[config.mk]
export PLATFORM = sky130hd
export DESIGN_NAME = io_xlate_walker
export DESIGN_NICKNAME = d
export VERILOG_FILES = /design/src/rtl/xw_pkg.sv /design/src/rtl/xw_slot_addr.sv /design/src/rtl/xw_entry_decode.sv /design/src/rtl/io_xlate_walker.sv
export SDC_FILE = /design/constraint.sdc
export NUM_CORES = 1
export LEC_CHECK = 0
export BUFFER_PORTS_ARGS = -buffer_cell sky130_fd_sc_hd__buf_2
export CAP_MARGIN = 20
export CORE_AREA = 2 2 203 205
export CTS_BUF_LIST = sky130_fd_sc_hd__clkbuf_4 sky130_fd_sc_hd__clkbuf_8
export CTS_CLUSTER_DIAMETER = 120
export DETAILED_ROUTE_END_ITERATION = 8
export DIE_AREA = 0 0 205 207
export SLEW_MARGIN = 20
export SYNTH_ARGS = -nofsm -noshare
export SYNTH_HDL_FRONTEND = slang
export SYNTH_SLANG_ARGS = --single-unit
[constraint.sdc]
create_clock -name clk -period 4.6 [get_ports clk]
set_input_delay 0.46 -clock clk [delete_from_list [all_inputs] [get_ports clk]]
set_output_delay 0.46 -clock clk [all_outputs]
set_load 0.03 [all_outputs]
[src/rtl/xw_pkg.sv]
package xw_pkg;
  typedef enum logic [2:0] {
    FS_RESERVED = 3'd0,
    FS_STANDBY  = 3'd1,
    FS_DISABLED = 3'd2,
    FS_ENABLED  = 3'd3,
    FS_BLOCKED  = 3'd4
  } fstate_e;

  typedef enum logic [2:0] {
    W_IDLE,
    W_RGN,
    W_SEG,
    W_PAGE,
    W_DONE
  } walk_e;

  localparam logic [1:0] PERM_NONE = 2'b00;
  localparam logic [1:0] PERM_RW   = 2'b11;
  localparam logic [1:0] TYPE_RGN  = 2'd3;
  localparam logic [1:0] TYPE_SEG  = 2'd2;
endpackage

[src/rtl/xw_slot_addr.sv]
module xw_slot_addr #(
  parameter int AW  = 64,
  parameter int LSB = 31,
  parameter int W   = 11
) (
  input  logic [AW-1:0] tbl,
  input  logic [AW-1:0] dma,
  output logic [AW-1:0] slot
);
  localparam int SW = W + 3;
  logic [SW-1:0] off;
  always_comb begin
    off  = {dma[LSB +: W], 3'b000};
    slot = tbl + AW'(off);
  end
endmodule

[src/rtl/xw_entry_decode.sv]
module xw_entry_decode #(
  parameter int         AW         = 64,
  parameter int         TYPE_LSB   = 2,
  parameter int         PAGE_SHIFT = 12,
  parameter logic [1:0] EXP_TYPE   = 2'd3
) (
  input  logic [AW-1:0] entry,
  output logic [AW-1:0] next_tbl,
  output logic          match
);
  localparam logic [AW-1:0] LOW_MASK = (AW'(1) << PAGE_SHIFT) - AW'(1);
  always_comb begin
    match    = (entry[TYPE_LSB +: 2] == EXP_TYPE);
    next_tbl = entry & ~LOW_MASK;
  end
endmodule

[src/rtl/io_xlate_walker.sv]
module io_xlate_walker
  import xw_pkg::*;
#(
  parameter int AW          = 64,
  parameter int RTX_LSB     = 31,
  parameter int RTX_W       = 11,
  parameter int SX_LSB      = 20,
  parameter int SX_W        = 11,
  parameter int PX_LSB      = 12,
  parameter int PX_W        = 8,
  parameter int PAGE_SHIFT  = 12,
  parameter int TYPE_LSB    = 2,
  parameter int INV_BIT     = 10,
  parameter int ORG_FLAG_LSB = 2,
  parameter int ORG_FLAG_W  = 2
) (
  input  logic          clk,
  input  logic          rst_n,
  input  logic          req_valid,
  output logic          req_ready,
  input  logic [AW-1:0] req_dma_addr,
  input  logic [AW-1:0] req_origin,
  input  logic [AW-1:0] req_base,
  input  logic [AW-1:0] req_limit,
  input  logic [2:0]    req_fstate,
  input  logic          req_xlate_en,
  output logic          rd_req_valid,
  input  logic          rd_req_ready,
  output logic [AW-1:0] rd_addr,
  input  logic          rd_data_valid,
  input  logic [AW-1:0] rd_data,
  output logic          resp_valid,
  input  logic          resp_ready,
  output logic [AW-1:0] resp_paddr,
  output logic [AW-1:0] resp_mask,
  output logic [1:0]    resp_perm
);
  localparam logic [AW-1:0] PAGE_MASK = (AW'(1) << PAGE_SHIFT) - AW'(1);
  localparam logic [AW-1:0] ORG_FLAGS =
      ((AW'(1) << ORG_FLAG_W) - AW'(1)) << ORG_FLAG_LSB;

  walk_e         st_q;
  logic          pend_q;
  logic [AW-1:0] dma_q, base_q, limit_q, tbl_q;
  logic [AW-1:0] rgn_slot, seg_slot, page_slot;
  logic [AW-1:0] rgn_next, seg_next;
  logic          rgn_ok, seg_ok;
  logic          fs_ok, in_win, req_fire, data_in;

  xw_slot_addr #(.AW(AW), .LSB(RTX_LSB), .W(RTX_W)) u_rgn_slot (
    .tbl(tbl_q), .dma(dma_q), .slot(rgn_slot));
  xw_slot_addr #(.AW(AW), .LSB(SX_LSB), .W(SX_W)) u_seg_slot (
    .tbl(tbl_q), .dma(dma_q), .slot(seg_slot));
  xw_slot_addr #(.AW(AW), .LSB(PX_LSB), .W(PX_W)) u_page_slot (
    .tbl(tbl_q), .dma(dma_q), .slot(page_slot));

  xw_entry_decode #(.AW(AW), .TYPE_LSB(TYPE_LSB), .PAGE_SHIFT(PAGE_SHIFT),
                    .EXP_TYPE(TYPE_RGN)) u_rgn_dec (
    .entry(rd_data), .next_tbl(rgn_next), .match(rgn_ok));
  xw_entry_decode #(.AW(AW), .TYPE_LSB(TYPE_LSB), .PAGE_SHIFT(PAGE_SHIFT),
                    .EXP_TYPE(TYPE_SEG)) u_seg_dec (
    .entry(rd_data), .next_tbl(seg_next), .match(seg_ok));

  always_comb begin
    req_ready    = (st_q == W_IDLE);
    req_fire     = req_valid && req_ready;
    fs_ok        = ((req_fstate == FS_ENABLED) || (req_fstate == FS_BLOCKED))
                   && req_xlate_en;
    in_win       = (req_dma_addr >= req_base) && (req_dma_addr <= req_limit);
    rd_req_valid = !pend_q &&
                   ((st_q == W_RGN) || (st_q == W_SEG) || (st_q == W_PAGE));
    data_in      = pend_q && rd_data_valid;
    resp_valid   = (st_q == W_DONE);
    unique case (st_q)
      W_SEG:   rd_addr = seg_slot;
      W_PAGE:  rd_addr = page_slot;
      default: rd_addr = rgn_slot;
    endcase
  end

  always_ff @(posedge clk) begin
    if (!rst_n) begin
      st_q       <= W_IDLE;
      pend_q     <= 1'b0;
      dma_q      <= '0;
      base_q     <= '0;
      limit_q    <= '0;
      tbl_q      <= '0;
      resp_paddr <= '0;
      resp_mask  <= '1;
      resp_perm  <= PERM_NONE;
    end else begin
      if (rd_req_valid && rd_req_ready) pend_q <= 1'b1;
      if (data_in) pend_q <= 1'b0;
      unique case (st_q)
        W_IDLE: if (req_fire) begin
          dma_q      <= req_dma_addr;
          base_q     <= req_base;
          limit_q    <= req_limit;
          tbl_q      <= req_origin & ~ORG_FLAGS;
          resp_paddr <= '0;
          resp_mask  <= '1;
          resp_perm  <= PERM_NONE;
          st_q       <= (fs_ok && in_win) ? W_RGN : W_DONE;
        end
        W_RGN: if (data_in) begin
          tbl_q <= rgn_next;
          st_q  <= rgn_ok ? W_SEG : W_DONE;
        end
        W_SEG: if (data_in) begin
          tbl_q <= seg_next;
          st_q  <= seg_ok ? W_PAGE : W_DONE;
        end
        W_PAGE: if (data_in) begin
          st_q <= W_DONE;
          if (rd_data != '0) begin
            resp_paddr <= rd_data & ~PAGE_MASK;
            resp_mask  <= PAGE_MASK;
            resp_perm  <= rd_data[INV_BIT] ? PERM_NONE : PERM_RW;
          end
        end
        W_DONE: if (resp_ready) st_q <= W_IDLE;
        default: st_q <= W_IDLE;
      endcase
    end
  end

  AST_RESP_HOLD: assert property (@(posedge clk) disable iff (!rst_n)
    resp_valid && !resp_ready |=> resp_valid && $stable(resp_paddr) && $stable(resp_mask) && $stable(resp_perm));
  AST_RD_HOLD: assert property (@(posedge clk) disable iff (!rst_n)
    rd_req_valid && !rd_req_ready |=> rd_req_valid && $stable(rd_addr));
  AST_ONE_READ: assert property (@(posedge clk) disable iff (!rst_n)
    rd_req_valid && rd_req_ready |=> !rd_req_valid);
  AST_GRANT_IN_WINDOW: assert property (@(posedge clk) disable iff (!rst_n)
    resp_valid && (resp_perm != PERM_NONE) |-> (dma_q >= base_q) && (dma_q <= limit_q));
  AST_GRANT_SHAPE: assert property (@(posedge clk) disable iff (!rst_n)
    resp_valid && (resp_perm != PERM_NONE) |-> (resp_mask == PAGE_MASK) && ((resp_paddr & PAGE_MASK) == '0));
  AST_IDLE_QUIET: assert property (@(posedge clk) disable iff (!rst_n)
    req_ready |-> !rd_req_valid && !resp_valid);
endmodule

==> impl_metrics.csv <==
group,metric,value,unit
power_and_ir_drop,p_int,2.73,mW
sta,setup_viol,0,
global_routing,antenna_found_initial,4,
yosys,yosys-top-cells-area,"dfxtp_1 26%, ha_1 15%, a21oi_1 6.5%, nand2_1 6.5%, buf_4 5.3%",
floorplan,die_w,205,um
placement,portBuffers,499,
global_routing,grt_util_met3,3.93,%
yosys,synth.avg_cell_area,7.62,um2
drt,first_iter_violations,582,
global_routing,met2_usage,38.1,%
drt,wl,44.4,mm
sta,slew_viol_final,0,
clock_network,cts_tree,"done",
yosys,synth-edff-count,0,
floorplan,io_pins,527,
yosys,synthCells,1501,
drt,drt-vias-per-instance,4.83,
yosys,synth-seq-cells,150,
yosys,synthFlopType,"dfxtp_1",
drt,vias,11900,
floorplan,std_cell_rows,74,
yosys,synth.most_common_cell,"nand2_1",
global_routing,gr-total-overflow,0,
sta,skew,0.0146,ns
global_routing,use_met1,22.1,%
clock_network,h-tree-depth,4,
worst_setup_path,crit_path_start_kind,"flop",
layout,drive_gt1_share,29.8,%
floorplan,core-area,40400,um2
worst_setup_path,cp.required,4.14,ns
clock_network,clock_latency,0.47,ns
yosys,yosysUniqueCellTypes,63,
drt,route.antenna.remaining_nets,0,
floorplan,dieArea,42400,um2
power_and_ir_drop,peakVddDrop,0.000171,V
global_routing,grt_max_degree,105,
global_routing,grt_first_pass_wirelength,66.2,mm
yosys,synth.top_cell.area_share,26.3,%
yosys,syn_area,11400,um2
sta,min_period,4.25,ns
sta,finalCritPeriodShare,92.5,%
clock_network,clock_sinks,150,
placement,hpwl,37.1,mm
sta,hold_viol,0,
sta,rsz0062_at_grt,"no",
clock_network,clkTransAtPathRegs,0.10,ns
worst_setup_path,cp-end-kind,"output port",
power_and_ir_drop,netSwitchingPower,2.30,mW
clock_network,clk_path_buf_depth,2,
floorplan,dieHeight,207,um
drt,avgRoutedWirePerCell,18.0,um
sta,maxSlewHeadroom,32.0,%
drt,dr.pass1.iters,7,
run,maxCapViolations,0,
power_and_ir_drop,pwr-share-clk,20.4,%
yosys,async_flop_share,0,%
global_routing,grt_pass1_vias,11800,
power_and_ir_drop,p_leak,6.99,nW
floorplan,initial_core_util,28.3,%
clock_network,cts-root-buf,"clkbuf_8",
layout,area_delta_synth_final,26.4,%
global_routing,grtUsageTotal,20.3,%
layout,final_nets,2383,
worst_setup_path,critical_path_class,"reg2out",
worst_setup_path,worstPathArrival,3.79,ns
sta,worstMarginPinSlew,1.02,ns
sta,whs,0.220,ns
power_and_ir_drop,power_density,349,nW/um2
power_and_ir_drop,switching_share,45.7,%
power_and_ir_drop,p_comb_share,45.2,%
sta,max_freq,235,MHz
yosys,synth_largest_area_cell,"dfxtp_1",
worst_setup_path,cp_max_fo,11,
global_routing,top_usage_layer,"met2",
status,status,"finished clean",
yosys,yosys-top-cells-count,"197 x nand2_1, 150 x dfxtp_1, 148 x a21oi_1",
clock_network,cts_buffers,17,
sta,finalSetupTns,0,ns
power_and_ir_drop,pwr-share-seq,34.4,%
hold_path,hold_path_class,"in2reg",
yosys,synth_warnings,0,
placement,gp_congestion,0.949,
drt,drc,0,
yosys,ys_seq_area_share,26.3,%
-- cell usage in the layout (no fill, tap or decap), types with 4 or more instances in the layout --
master    count
conb_1       25
a21oi_1     147
o21ai_0      37
nor4_1       21
a211oi_1     54
a21o_1       11
nand4_1      33
ha_1        138
and3_1        8
nor2_1      101
buf_2       497
mux2i_1      60
and4_1       12
clkbuf_8     17
a221oi_1      6
buf_4        19
inv_1       145
nand2_1     196
xor2_1       12
xnor2_1      42
nor3_1       13
nor2b_1       5
nand3_1      85
a22oi_1      10
inv_6         4
dfxtp_1     148
-- power groups by stage --
stage          clock (mW)  sequential (mW)  combinational [mW]
2_1_floorplan           0             1.68                1.57
3_3_place_gp            0             1.76                2.26
3_5_place_dp            0             1.76                2.29
4_1_cts              1.08             1.73                2.30
5_1_grt              1.13             1.76                2.50
6_report             1.03             1.73                2.28
-- stage by stage --
| step | power (mW) | utilization (%) | setup slack, ns | std cells | instance area [um2] |
|---|---|---|---|---|---|
| 5_1_grt | 5.39 | 35.8 | 0.00153 | 2461 | 14500 |
| 4_1_cts | 5.11 | 35.7 | 0.0618 | 2459 | 14400 |
| 3_5_place_dp | 4.05 | 34.7 | 0.430 | 2427 | 14000 |
| 2_1_floorplan | 3.25 | - | 0.502 | 1524 | 11500 |
| 3_3_place_gp | 4.01 | 34.7 | 0.531 | 2427 | 14000 |
| 6_report | 5.04 | 35.8 | 0.345 | 2461 | 14500 |
-- repair_timing --
action	CTS	global route
hold buffers	0	0
resized for setup	3	9
endpoints found under the setup margin	7	32
buffers inserted	0	0
-- metal layers --
metal	routed length, um	share of wire (%)	vias to the layer above
li1	-	-	5942
met4	1420	3.2	0
met2	22600	51	465
met3	2970	6.7	56
met1	17400	39	5418
met5	0	0	-
-- state kept, by name, indices dropped and copies added (netlist names) --
| signal | cells |
|---|---|
| dma_q | 30 |
| pend_q | 1 |
| resp_mask | 1 |
| resp_paddr | 52 |
| resp_perm | 1 |
| st_q | 3 |
| tbl_q | 62 |
-- logic make-up after synthesis --
group	synth area share, %
buffers and inverters	12.4
flip-flops	26.3
adder cells (fa/ha/maj)	15.3
other	0.0657
multiplexers	5.25
XOR/XNOR	4.36
AO/OA/AOI/OAI	15.5
AND/OR/NAND/NOR	20.8
-- final cells by class --
cell class / instances / area (um2)
diodes: 2 / 5.00
clock buffers: 17 / 234
clock inverters: 15 / 146
fillers: 4374 / 25900
inverters: 147 / 554
multi-input cells: 1078 / 7160
flip-flops and latches: 150 / 3010
well taps: 532 / 666
repair buffers: 520 / 2680
-- path summary, 6_finish.rpt --
kind	startpoint	end	slack, ns	cells past startpoint
setup / recovery	st_q[0]$_SDFFE_PN0P_	rd_addr[55]	0.35	13
hold reg to reg	dma_q[24]$_SDFFE_PN0P_	dma_q[24]$_SDFFE_PN0P_	0.46	2
setup reg to reg	st_q[0]$_SDFFE_PN0P_	resp_paddr[63]$_SDFFE_PN0P_	1.74	8
hold / removal	rd_req_ready	pend_q$_SDFFE_PP0P_	0.22	3
-- critical path, stage by stage, from the launching register on --
cell and delay [ns]:
dfxtp_1 0.44, buf_4 0.25, mux2i_1 0.21, o21ai_0 0.12
ha_1 0.36, inv_1 0.06, o21a_1 0.20, o311ai_0 0.37
buf_4 0.19, a21o_1 0.16, and3b_1 0.36, and4_4 0.28
xor2_2 0.12, buf_2 0.21
Power figures use the tool's default switching activity.
